==> src/rtl/ptmr_pkg.sv <==
package ptmr_pkg;

  // Bit positions inside the mode word (all within byte 1)
  localparam int MODE_IE_BIT   = 8;
  localparam int MODE_CONT_BIT = 10;
  localparam int MODE_RUN_BIT  = 12;
  localparam int MODE_WDOG_BIT = 15;

  // Refresh key written into the top byte of the mode word
  localparam logic [7:0] WDOG_KEY = 8'hA5;

  typedef struct packed {
    logic wdog;
    logic run;
    logic cont;
    logic ie;
  } mode_t;

endpackage

==> src/rtl/ptmr_downcnt.sv <==
module ptmr_downcnt #(
  parameter int W = 16
) (
  input  logic         clk,
  input  logic         rst_n,
  input  logic         load,
  input  logic         step,
  input  logic [W-1:0] load_val,
  input  logic [W-1:0] rel_val,
  output logic         term
);

  localparam int VW = W + 1;

  logic [VW-1:0] val_q;
  logic [VW-1:0] val_d;
  logic          at_one;

  // A field of zero stands for 2**W
  function automatic logic [VW-1:0] expand(input logic [W-1:0] x);
    return {(x == '0), x};
  endfunction

  assign at_one = (val_q == VW'(1));
  assign term   = step & at_one;

  always_comb begin
    val_d = val_q;
    if (load) begin
      val_d = expand(load_val);
    end else if (step) begin
      val_d = at_one ? expand(rel_val) : (val_q - VW'(1));
    end
  end

  always_ff @(posedge clk or negedge rst_n) begin
    if (!rst_n) begin
      val_q <= VW'(1);
    end else begin
      val_q <= val_d;
    end
  end


  cnt_nonzero_chk: assert property (@(posedge clk) disable iff (!rst_n)
    val_q != '0);

endmodule

==> src/rtl/ptmr_engine.sv <==
module ptmr_engine #(
  parameter int PRESC_W  = 16,
  parameter int PERIOD_W = 16
) (
  input  logic                clk,
  input  logic                rst_n,
  input  logic                run,
  input  logic                load,
  input  logic [PRESC_W-1:0]  presc_in,
  input  logic [PERIOD_W-1:0] period_in,
  output logic                expire
);

  logic [PRESC_W-1:0] sh_presc_q;
  logic [PRESC_W-1:0] sh_presc_d;
  logic               tick;
  logic               reload;

  // Both counters restart from the count register at start, refresh or expiry
  assign reload = load | expire;

  always_comb begin
    sh_presc_d = sh_presc_q;
    if (reload) begin
      sh_presc_d = presc_in;
    end
  end

  always_ff @(posedge clk or negedge rst_n) begin
    if (!rst_n) begin
      sh_presc_q <= '0;
    end else begin
      sh_presc_q <= sh_presc_d;
    end
  end

  ptmr_downcnt #(.W(PRESC_W)) u_presc (
    .clk      (clk),
    .rst_n    (rst_n),
    .load     (reload),
    .step     (run),
    .load_val (presc_in),
    .rel_val  (sh_presc_q),
    .term     (tick)
  );

  ptmr_downcnt #(.W(PERIOD_W)) u_period (
    .clk      (clk),
    .rst_n    (rst_n),
    .load     (reload),
    .step     (tick),
    .load_val (period_in),
    .rel_val  (period_in),
    .term     (expire)
  );

endmodule

==> src/rtl/ptmr_regs.sv <==
module ptmr_regs
  import ptmr_pkg::*;
#(
  parameter int PRESC_W  = 16,
  parameter int PERIOD_W = 16,
  parameter int FLAG_W   = 4,
  parameter int ADDR_W   = 2
) (
  input  logic                         clk,
  input  logic                         rst_n,
  input  logic                         bus_wr,
  input  logic                         bus_rd,
  input  logic [ADDR_W-1:0]            bus_addr,
  input  logic [(PRESC_W+PERIOD_W)/8-1:0] bus_be,
  input  logic [PRESC_W+PERIOD_W-1:0]  bus_wdata,
  output logic [PRESC_W+PERIOD_W-1:0]  bus_rdata,
  input  logic                         expire,
  output mode_t                        mode_o,
  output logic [PRESC_W-1:0]           presc_o,
  output logic [PERIOD_W-1:0]          period_o,
  output logic                         load_o,
  output logic [FLAG_W-1:0]            flags_o
);

  localparam int DW   = PRESC_W + PERIOD_W;
  localparam int BE_W = DW / 8;
  localparam logic [ADDR_W-1:0] A_MODE  = ADDR_W'(0);
  localparam logic [ADDR_W-1:0] A_COUNT = ADDR_W'(1);
  localparam logic [ADDR_W-1:0] A_STAT  = ADDR_W'(2);

  mode_t             mode_q, mode_d;
  logic [DW-1:0]     count_q, count_d;
  logic [FLAG_W-1:0] flags_q, flags_d;
  logic              wr_mode, wr_count, wr_stat;
  logic              start, refresh;
  logic [DW-1:0]     mode_rd;

  assign wr_mode  = bus_wr && (bus_addr == A_MODE);
  assign wr_count = bus_wr && (bus_addr == A_COUNT);
  assign wr_stat  = bus_wr && (bus_addr == A_STAT);

  // Mode register: hardware stop first, a bus write to byte 1 overrides it
  always_comb begin
    mode_d = mode_q;
    if (expire && (mode_q.wdog || !mode_q.cont)) begin
      mode_d.run = 1'b0;
    end
    if (wr_mode && bus_be[1]) begin
      mode_d.wdog = bus_wdata[MODE_WDOG_BIT];
      mode_d.cont = bus_wdata[MODE_CONT_BIT];
      mode_d.ie   = bus_wdata[MODE_IE_BIT] & ~bus_wdata[MODE_WDOG_BIT];
      mode_d.run  = bus_wdata[MODE_RUN_BIT] |
                    (mode_q.wdog & mode_q.run & bus_wdata[MODE_WDOG_BIT]);
    end
  end

  assign start   = wr_mode && bus_be[1] && mode_d.run && !mode_q.run;
  assign refresh = wr_mode && bus_be[BE_W-1] && mode_q.wdog && mode_q.run &&
                   (bus_wdata[DW-1 -: 8] == WDOG_KEY);
  assign load_o  = start | refresh;

  always_comb begin
    count_d = count_q;
    for (int b = 0; b < BE_W; b++) begin
      if (wr_count && bus_be[b]) begin
        count_d[8*b +: 8] = bus_wdata[8*b +: 8];
      end
    end
  end

  // Status flags: write-one-to-clear, a same-cycle expiry sets bit 0
  always_comb begin
    flags_d = flags_q;
    if (wr_stat && bus_be[0]) begin
      flags_d = flags_q & ~bus_wdata[FLAG_W-1:0];
    end
    if (expire) begin
      flags_d[0] = 1'b1;
    end
  end

  always_ff @(posedge clk or negedge rst_n) begin
    if (!rst_n) begin
      mode_q  <= '0;
      count_q <= '0;
      flags_q <= '0;
    end else begin
      mode_q  <= mode_d;
      count_q <= count_d;
      flags_q <= flags_d;
    end
  end

  always_comb begin
    mode_rd                = '0;
    mode_rd[MODE_WDOG_BIT] = mode_q.wdog;
    mode_rd[MODE_RUN_BIT]  = mode_q.run;
    mode_rd[MODE_CONT_BIT] = mode_q.cont;
    mode_rd[MODE_IE_BIT]   = mode_q.ie;
  end

  always_comb begin
    bus_rdata = '0;
    if (bus_rd) begin
      case (bus_addr)
        A_MODE:  bus_rdata = mode_rd;
        A_COUNT: bus_rdata = count_q;
        A_STAT:  bus_rdata = DW'(flags_q);
        default: bus_rdata = '0;
      endcase
    end
  end

  assign mode_o   = mode_q;
  assign presc_o  = count_q[PERIOD_W +: PRESC_W];
  assign period_o = count_q[PERIOD_W-1:0];
  assign flags_o  = flags_q;


  wdog_ie_chk: assert property (@(posedge clk) disable iff (!rst_n)
    mode_q.wdog |-> !mode_q.ie);


  wdog_lock_chk: assert property (@(posedge clk) disable iff (!rst_n)
    (mode_q.wdog && mode_q.run && !expire &&
     !(wr_mode && bus_be[1] && !bus_wdata[MODE_WDOG_BIT])) |=> mode_q.run);


  flag_set_chk: assert property (@(posedge clk) disable iff (!rst_n)
    expire |=> flags_q[0]);


  oneshot_stop_chk: assert property (@(posedge clk) disable iff (!rst_n)
    (expire && !mode_q.cont && !(wr_mode && bus_be[1])) |=> !mode_q.run);

endmodule

==> src/rtl/ptmr_top.sv <==
module ptmr_top
  import ptmr_pkg::*;
#(
  parameter int PRESC_W  = 16,
  parameter int PERIOD_W = 16,
  parameter int FLAG_W   = 4,
  parameter int ADDR_W   = 2
) (
  input  logic                            clk,
  input  logic                            rst_n,
  input  logic                            bus_wr,
  input  logic                            bus_rd,
  input  logic [ADDR_W-1:0]               bus_addr,
  input  logic [(PRESC_W+PERIOD_W)/8-1:0] bus_be,
  input  logic [PRESC_W+PERIOD_W-1:0]     bus_wdata,
  output logic [PRESC_W+PERIOD_W-1:0]     bus_rdata,
  output logic                            irq,
  output logic                            wdt_reset
);

  logic [1:0]          rst_pipe_q;
  logic                rst_core_n;
  mode_t               mode;
  logic [PRESC_W-1:0]  presc;
  logic [PERIOD_W-1:0] period;
  logic                load;
  logic                expire;
  logic [FLAG_W-1:0]   flags;
  logic                wdt_q, wdt_d;

  // Asynchronous assertion, synchronous release
  always_ff @(posedge clk or negedge rst_n) begin
    if (!rst_n) begin
      rst_pipe_q <= 2'b00;
    end else begin
      rst_pipe_q <= {rst_pipe_q[0], 1'b1};
    end
  end
  assign rst_core_n = rst_pipe_q[1];

  ptmr_regs #(
    .PRESC_W  (PRESC_W),
    .PERIOD_W (PERIOD_W),
    .FLAG_W   (FLAG_W),
    .ADDR_W   (ADDR_W)
  ) u_regs (
    .clk       (clk),
    .rst_n     (rst_core_n),
    .bus_wr    (bus_wr),
    .bus_rd    (bus_rd),
    .bus_addr  (bus_addr),
    .bus_be    (bus_be),
    .bus_wdata (bus_wdata),
    .bus_rdata (bus_rdata),
    .expire    (expire),
    .mode_o    (mode),
    .presc_o   (presc),
    .period_o  (period),
    .load_o    (load),
    .flags_o   (flags)
  );

  ptmr_engine #(
    .PRESC_W  (PRESC_W),
    .PERIOD_W (PERIOD_W)
  ) u_engine (
    .clk       (clk),
    .rst_n     (rst_core_n),
    .run       (mode.run),
    .load      (load),
    .presc_in  (presc),
    .period_in (period),
    .expire    (expire)
  );

  assign wdt_d = expire & mode.wdog;

  always_ff @(posedge clk or negedge rst_core_n) begin
    if (!rst_core_n) begin
      wdt_q <= 1'b0;
    end else begin
      wdt_q <= wdt_d;
    end
  end

  assign wdt_reset = wdt_q;
  assign irq       = (|flags) & mode.ie;


  wdt_pulse_chk: assert property (@(posedge clk) disable iff (!rst_core_n)
    wdt_reset |=> !wdt_reset);

endmodule

==> config.mk <==
export PLATFORM = sky130hd
export DESIGN_NAME = ptmr_top
export DESIGN_NICKNAME = d
export VERILOG_FILES = /design/src/rtl/ptmr_pkg.sv /design/src/rtl/ptmr_downcnt.sv /design/src/rtl/ptmr_engine.sv /design/src/rtl/ptmr_regs.sv /design/src/rtl/ptmr_top.sv
export SDC_FILE = /design/constraint.sdc
export NUM_CORES = 1
export LEC_CHECK = 0
export BUFFER_PORTS_ARGS = -buffer_cell sky130_fd_sc_hd__buf_2
export CAP_MARGIN = 5
export CELL_PAD_IN_SITES_DETAIL_PLACEMENT = 0
export CELL_PAD_IN_SITES_GLOBAL_PLACEMENT = 1
export CORE_UTILIZATION = 49
export DETAILED_ROUTE_END_ITERATION = 12
export MAX_ROUTING_LAYER = met4
export PLACE_DENSITY = 0.9
export RECOVER_POWER = 100
export SLEW_MARGIN = 20
export SYNTH_ARGS = -nofsm -noshare
export SYNTH_HDL_FRONTEND = slang
export SYNTH_HIERARCHICAL = 1
export SYNTH_SLANG_ARGS = --single-unit
==> constraint.sdc <==
create_clock -name clk -period 6.9 [get_ports clk]
set_clock_uncertainty 0.2 [all_clocks]
set_input_delay 1.38 -clock clk [delete_from_list [all_inputs] [get_ports clk]]
set_output_delay 1.38 -clock clk [all_outputs]
set_load 0.05 [all_outputs]
=== Word level (Yosys, flattened, before mapping) ===
Cells that the tools add are included.

* Word-level logic and storage cells: 74
* Input bits: 42
* Output and inout bits: 34
* Register bits: 93
* Latch bits: 0
* Memories kept: 0
* RAM bits: 0
* ROM bits: 0

* Reductions and logical operators: 27
* $lt $le $gt $ge: 0
* Mux-type cells: 12
* $add $sub $neg: 2
* Equal/unequal tests: 5
* Div/mod/pow operators: 0
* Shift-type cells: 0
* Multipliers: 0
* Bitwise operators: 13

{| class="wikitable"
|+ Operators with widths
! cell !! number
|-
| two-way mux 17 bit || 6
|-
| one-hot mux 32 bit (3 select lines) || 1
|-
| zero test 16 bit || 3
|-
| equality test 17 x 1 -> 1 bit, second input constant || 2
|-
| subtractor 17 x 1 -> 17 bit, second input constant || 2
|-
| two-way mux 32 bit || 1
|-
| logical AND 1 bit || 16
|-
| equality test 8 bit, second input constant || 1
|-
| AND 1 bit || 7
|-
| nonzero test 2 bit || 3
|-
| AND 4 bit || 1
|-
| NOT 4 bit || 1
|-
| OR reduction 4 bit || 1
|-
| two-way mux 1 bit || 3
|-
| two-way mux 3 bit || 1
|-
| OR 1 bit || 3
|-
| equality test 2 x 1 -> 1 bit, second input constant || 1
|-
| equality test 2 bit, second input constant || 1
|-
| zero test 1 bit || 2
|-
| zero test 2 bit || 1
|-
| logical OR 1 bit || 1
|-
| NOT 1 bit || 1
|}

=== Longest topological paths before layout ===
* Depth after elaboration: 11
* Gate-level depth with buffers: 16
* Mapped depth without buffers: 11

=== By module ===
The synthesis kept the hierarchy.

{| class="wikitable"
|+ By module, submodules not included
! module !! cells an instance !! area each (um^2) !! instances !! seq. area each (um^2)
|-
| ptmr_downcnt || 180 || 1393.8 || 2 || 426.7
|-
| ptmr_regs || 157 || 1996.9 || 1 || 1001.0
|-
| ptmr_engine || 35 || 649.4 || 1 || 400.4
|-
| ptmr_top || 6 || 96.3 || 1 || 75.1
|}

=== Least setup slack after synthesis ===
Ideal clock, no wire load.

* Kind: input to output
* From: in bus_addr[0]
* To: out bus_rdata[0]
* Required time: 5320 ps
* Slack: 2654 ps
* Cell stages on the path: 6
* Arrival: 2666 ps
* Path buffers: 3
* Path through: buf_6 -> and2b_1 -> buf_6 -> buf_8 -> a22oi_1 -> nor2b_1

* Longest elaborated chain between the ends: 3
* Elaborated cells on any way between the ends: 5
* Classes of those cells: 2 x eq/ne; 2 x mux; 1 x reduce/logical

{| class="wikitable"
|+ Ends and longest elaborated chain
! what !! line !! text
|-
| start, declared || ptmr_top.sv:13 || <nowiki>input logic [ADDR_W-1:0] bus_addr,</nowiki>
|-
| equality test 2 bit, or another cell as far along || ptmr_regs.sv:105 || <nowiki>case (bus_addr)</nowiki>
|-
| one-hot mux 32 bit (3 select lines) * || ptmr_regs.sv:105 ||
|-
| two-way mux 32 bit * || ptmr_regs.sv:104 || <nowiki>if (bus_rd) begin</nowiki>
|-
| end, declared || ptmr_top.sv:16 || <nowiki>output logic [PRESC_W+PERIOD_W-1:0] bus_rdata,</nowiki>
|}

Mark *: on every way between the ends. The rest lies on a longest branch, timed or not.

=== Worst setup path after layout ===
* From: reg u_engine.u_presc.val_q[3]
* To: reg u_engine.u_presc.val_q[15]

* Longest elaborated chain between the ends: 11
* Elaborated cells on any way between the ends: 15
* Classes of those cells: 1 x add/sub; 1 x eq/ne; 5 x mux; 4 x bitwise; 4 x reduce/logical

{| class="wikitable"
|+ Ends and longest elaborated chain
! what !! line !! text
|-
| start, declared || ptmr_downcnt.sv:15 || <nowiki>logic [VW-1:0] val_q;</nowiki>
|-
| start signal, assigned || ptmr_downcnt.sv:40 || <nowiki>val_q <= val_d;</nowiki>
|-
| equality test 17 x 1 -> 1 bit * || ptmr_downcnt.sv:24 || <nowiki>assign at_one = (val_q == VW'(1));</nowiki>
|-
| AND 1 bit * || ptmr_downcnt.sv:25 || <nowiki>assign term = step & at_one;</nowiki>
|-
| via u_engine.tick || ptmr_engine.sv:16 || <nowiki>logic tick;</nowiki>
|-
| AND 1 bit * || ptmr_downcnt.sv:25 ||
|-
| via expire || ptmr_top.sv:27 || <nowiki>logic expire;</nowiki>
|-
| logical AND 1 bit || ptmr_regs.sv:45 || <nowiki>if (expire && (mode_q.wdog || !mode_q.cont)) begin</nowiki>
|-
| two-way mux 1 bit || ptmr_regs.sv:45 ||
|-
| two-way mux 3 bit || ptmr_regs.sv:48 || <nowiki>if (wr_mode && bus_be[1]) begin</nowiki>
|-
| logical AND 1 bit (2 in a row) || ptmr_regs.sv:57 || <nowiki>assign start = wr_mode && bus_be[1] && mode_d.run && !mode_q.run;</nowiki>
|-
| OR 1 bit || ptmr_regs.sv:60 || <nowiki>assign load_o = start | refresh;</nowiki>
|-
| OR 1 bit * || ptmr_engine.sv:20 || <nowiki>assign reload = load | expire;</nowiki>
|-
| via u_engine.reload || ptmr_engine.sv:17 || <nowiki>logic reload;</nowiki>
|-
| two-way mux 17 bit / nonzero test 2 bit (equally long branches) || -- ||
|}

The timed path passes the listed nets; every way through them passes the cells marked *. The select of a mux whose other input is x is not followed.
A chain may end at the register's enable or synchronous reset.

==> reports/results.tsv <==
metric	value	unit
min_path_type	reg2reg	
cts_tree	yes	
rsz0062_at_grt	false	
layout_commonest_cell	dfrtp_1	
antenna_cells	0	
initial_utilization	0.506	
grt_pass1_wl	23200	um
synth.distinct_cells	62	
max_freq	185	MHz
drt_iter0_drc	379	
core_area	10900	um2
ctsResizeCount	0	
synth-seq-area-share	0.421	
synth_warnings	6	
postCtsSetupRepairBufs	0	
cp.required	6890	ps
antenna_left	0	
max_cap_viol_count	1	
row_count	38	
avgViaCountPerCell	6.20	
cts_made_buffers	9	
gp_congestion	0.846	
cts_hold_buffers	0	
avgSynthCellArea	9.91	um2
power.density	371	nW/um2
finalHoldViolations	0	
areaGrowthSynthToFinish	10.3	%
async_reset_ff_frac	1.00	
clk-insertion-delay-late	340	ps
cp-start-kind	register	
setup_viol	0	
slew_viol_final	62	
synth_nets	604	
fin_crit_sh	0.785	
fp.dieH	108	um
drc_errors	0	
dr.pass1.iters	5	
die_area	11700	um2
num_vias	4718	
io_pins	76	
grtUsageTotal	0.262	
clk_pin_slew	70	ps
drive_above_1_share	0.217	
antenna_found_initial	0	
synth-seq-cells	93	
synth_edf_count	0	
synthCells	558	
wl_per_cell	18.3	um
cp.arrival	5400	ps
grt_max_degree	62	
power	2260	uW
drt-total-wl	13900	um
worstPathMaxFanout	51	
port_buffers	75	
nNetsFinal	662	
gr-usage-met3	0.0422	
violations	max-capacitance violations, max-slew violations	
synth_ff_type	dfrtp_1	
worstSetupPathType	reg2reg	
clockBufferDepth	2	
syn_area	5530	um2
max-vdd-ir-drop	0.000145	V
fin_setup_tns	0	ps
relSlewSlack	-1.16	
outcome	finished, violations left	
clock_sinks	93	
met2_usage	0.378	
htree_levels	3	
use_met1	0.384	
layout_common_cells	91 x dfrtp_1, 61 x o21ai_0, 39 x clkbuf_1, 39 x mux2_2, 38 x buf_2	
grt_pass1_vias	4445	
worst_pin_slew	3240	ps
leakage	0.00260	uW
cts-root-buf	clkbuf_16	
grt_overflow_total	0	
busiest_layer	met1	
dp_hpwl	9710	um
die_w	108	um
period_minus_slack	5420	ps
cp-end-kind	register	
-- report_power, final --
group	internal, uW	switching, uW
combinational	368	417
clock	294	219
sequential	711	254
-- path summary, 6_finish.rpt --
check / endpoint / start / cells past startpoint / slack (ps)
max in group asynchronous: u_regs/flags_o[1] / rst_pipe_q[1] / 1 / 2430
hold reg to reg: rst_pipe_q[1] / rst_pipe_q[0] / 0 / 160
setup / recovery: u_engine/u_presc/val_q[15] / u_engine/u_presc/val_q[3] / 13 / 1480
setup reg to reg: u_engine/u_presc/val_q[15] / u_engine/u_presc/val_q[3] / 13 / 1480
min in group asynchronous: u_regs/count_q[27] / rst_pipe_q[1] / 0 / 370
hold / removal: rst_pipe_q[1] / rst_pipe_q[0] / 0 / 160
-- metrics by stage --
stage / area [um2] / hold WS (ps) / cells / setup slack, ps / util
after detailed placement: 5940 / 83.2 / 745 / 2180 / 0.543
final: 6100 / 155 / 761 / 1480 / 0.558
after floorplan: 5530 / 131 / 558 / 2650 / -
after global routing: 6100 / 169 / 761 / 990 / 0.558
after global placement: 5940 / 78.1 / 745 / 2310 / 0.543
after CTS: 6250 / 90.8 / 761 / 2190 / 0.571
-- sequential cells by signal (all words and copies together) (netlist names) --
register / flops
u_engine/sh_presc_q: 16
u_regs/flags_o: 4
wdt_reset: 1
u_engine/u_presc/val_q: 17
u_regs/count_q: 32
rst_pipe_q: 2
u_regs/mode_o: 4
u_engine/u_period/val_q: 17
-- cell usage after synthesis (4+ instances only) --
cell type,count,area share
nor3_1,14,0.013
nor3b_1,28,0.038
clkbuf_1,17,0.012
and3_2,24,0.033
a22oi_1,4,0.0054
nand4_1,13,0.015
or4_4,4,0.0081
nor4_1,18,0.020
nand2_1,23,0.016
nor2b_1,7,0.0079
o21ai_0,56,0.051
o31ai_1,4,0.0054
buf_2,4,0.0036
nor2_1,34,0.023
o211ai_1,5,0.0068
inv_1,12,0.0081
buf_1,4,0.0027
ha_1,4,0.0091
o21ai_1,6,0.0054
nor4b_1,4,0.0063
dfrtp_1,91,0.41
xor2_1,4,0.0063
a21oi_1,34,0.031
mux2i_1,6,0.011
nand3_4,4,0.013
mux2_2,39,0.079
nand3_1,14,0.013
mux2_4,9,0.024
xnor2_1,14,0.022
-- metal layers --
layer	part of all wire	wire (um)
met1	0.48	6750
met2	0.45	6240
met4	0.011	158
met5	0	0
met3	0.055	768
-- cell families (layout without fill, tap and decap cells) --
kind of cell | after synthesis | count (layout) | share of synthesized area
adder cells (fa/ha/maj) | 4 | 4 | 0.00905
XOR/XNOR | 18 | 18 | 0.0285
other | 1 | 1 | 0.000678
flip-flops | 93 | 93 | 0.421
buffers and inverters | 44 | 107 | 0.0396
AO/OA/AOI/OAI | 127 | 127 | 0.132
AND/OR/NAND/NOR | 217 | 217 | 0.254
multiplexers | 54 | 54 | 0.115
-- critical path, cell delays in order, from the launching register on --
cell and delay (ps):
dfrtp_1 440, nor3_1 690, and4_1 320, and3_1 420, and2_0 180, buf_4 250, and2_0 360, nor2_4 200
inv_2 640, clkbuf_1 770, nand2b_1 350, nor2_1 80, a31oi_1 210, o211ai_1 130
-- final cells by class --
cell class,count,area [um2]
Inverter,12,45.0
Clock buffer,10,239
Tap cell,140,175
Clock inverter,6,68.8
Fill cell,1005,4830
Timing Repair Buffer,79,352
Sequential cell,93,2330
Multi-Input combinational cell,421,2890
Note: power is estimated with default switching activity, not from simulation.
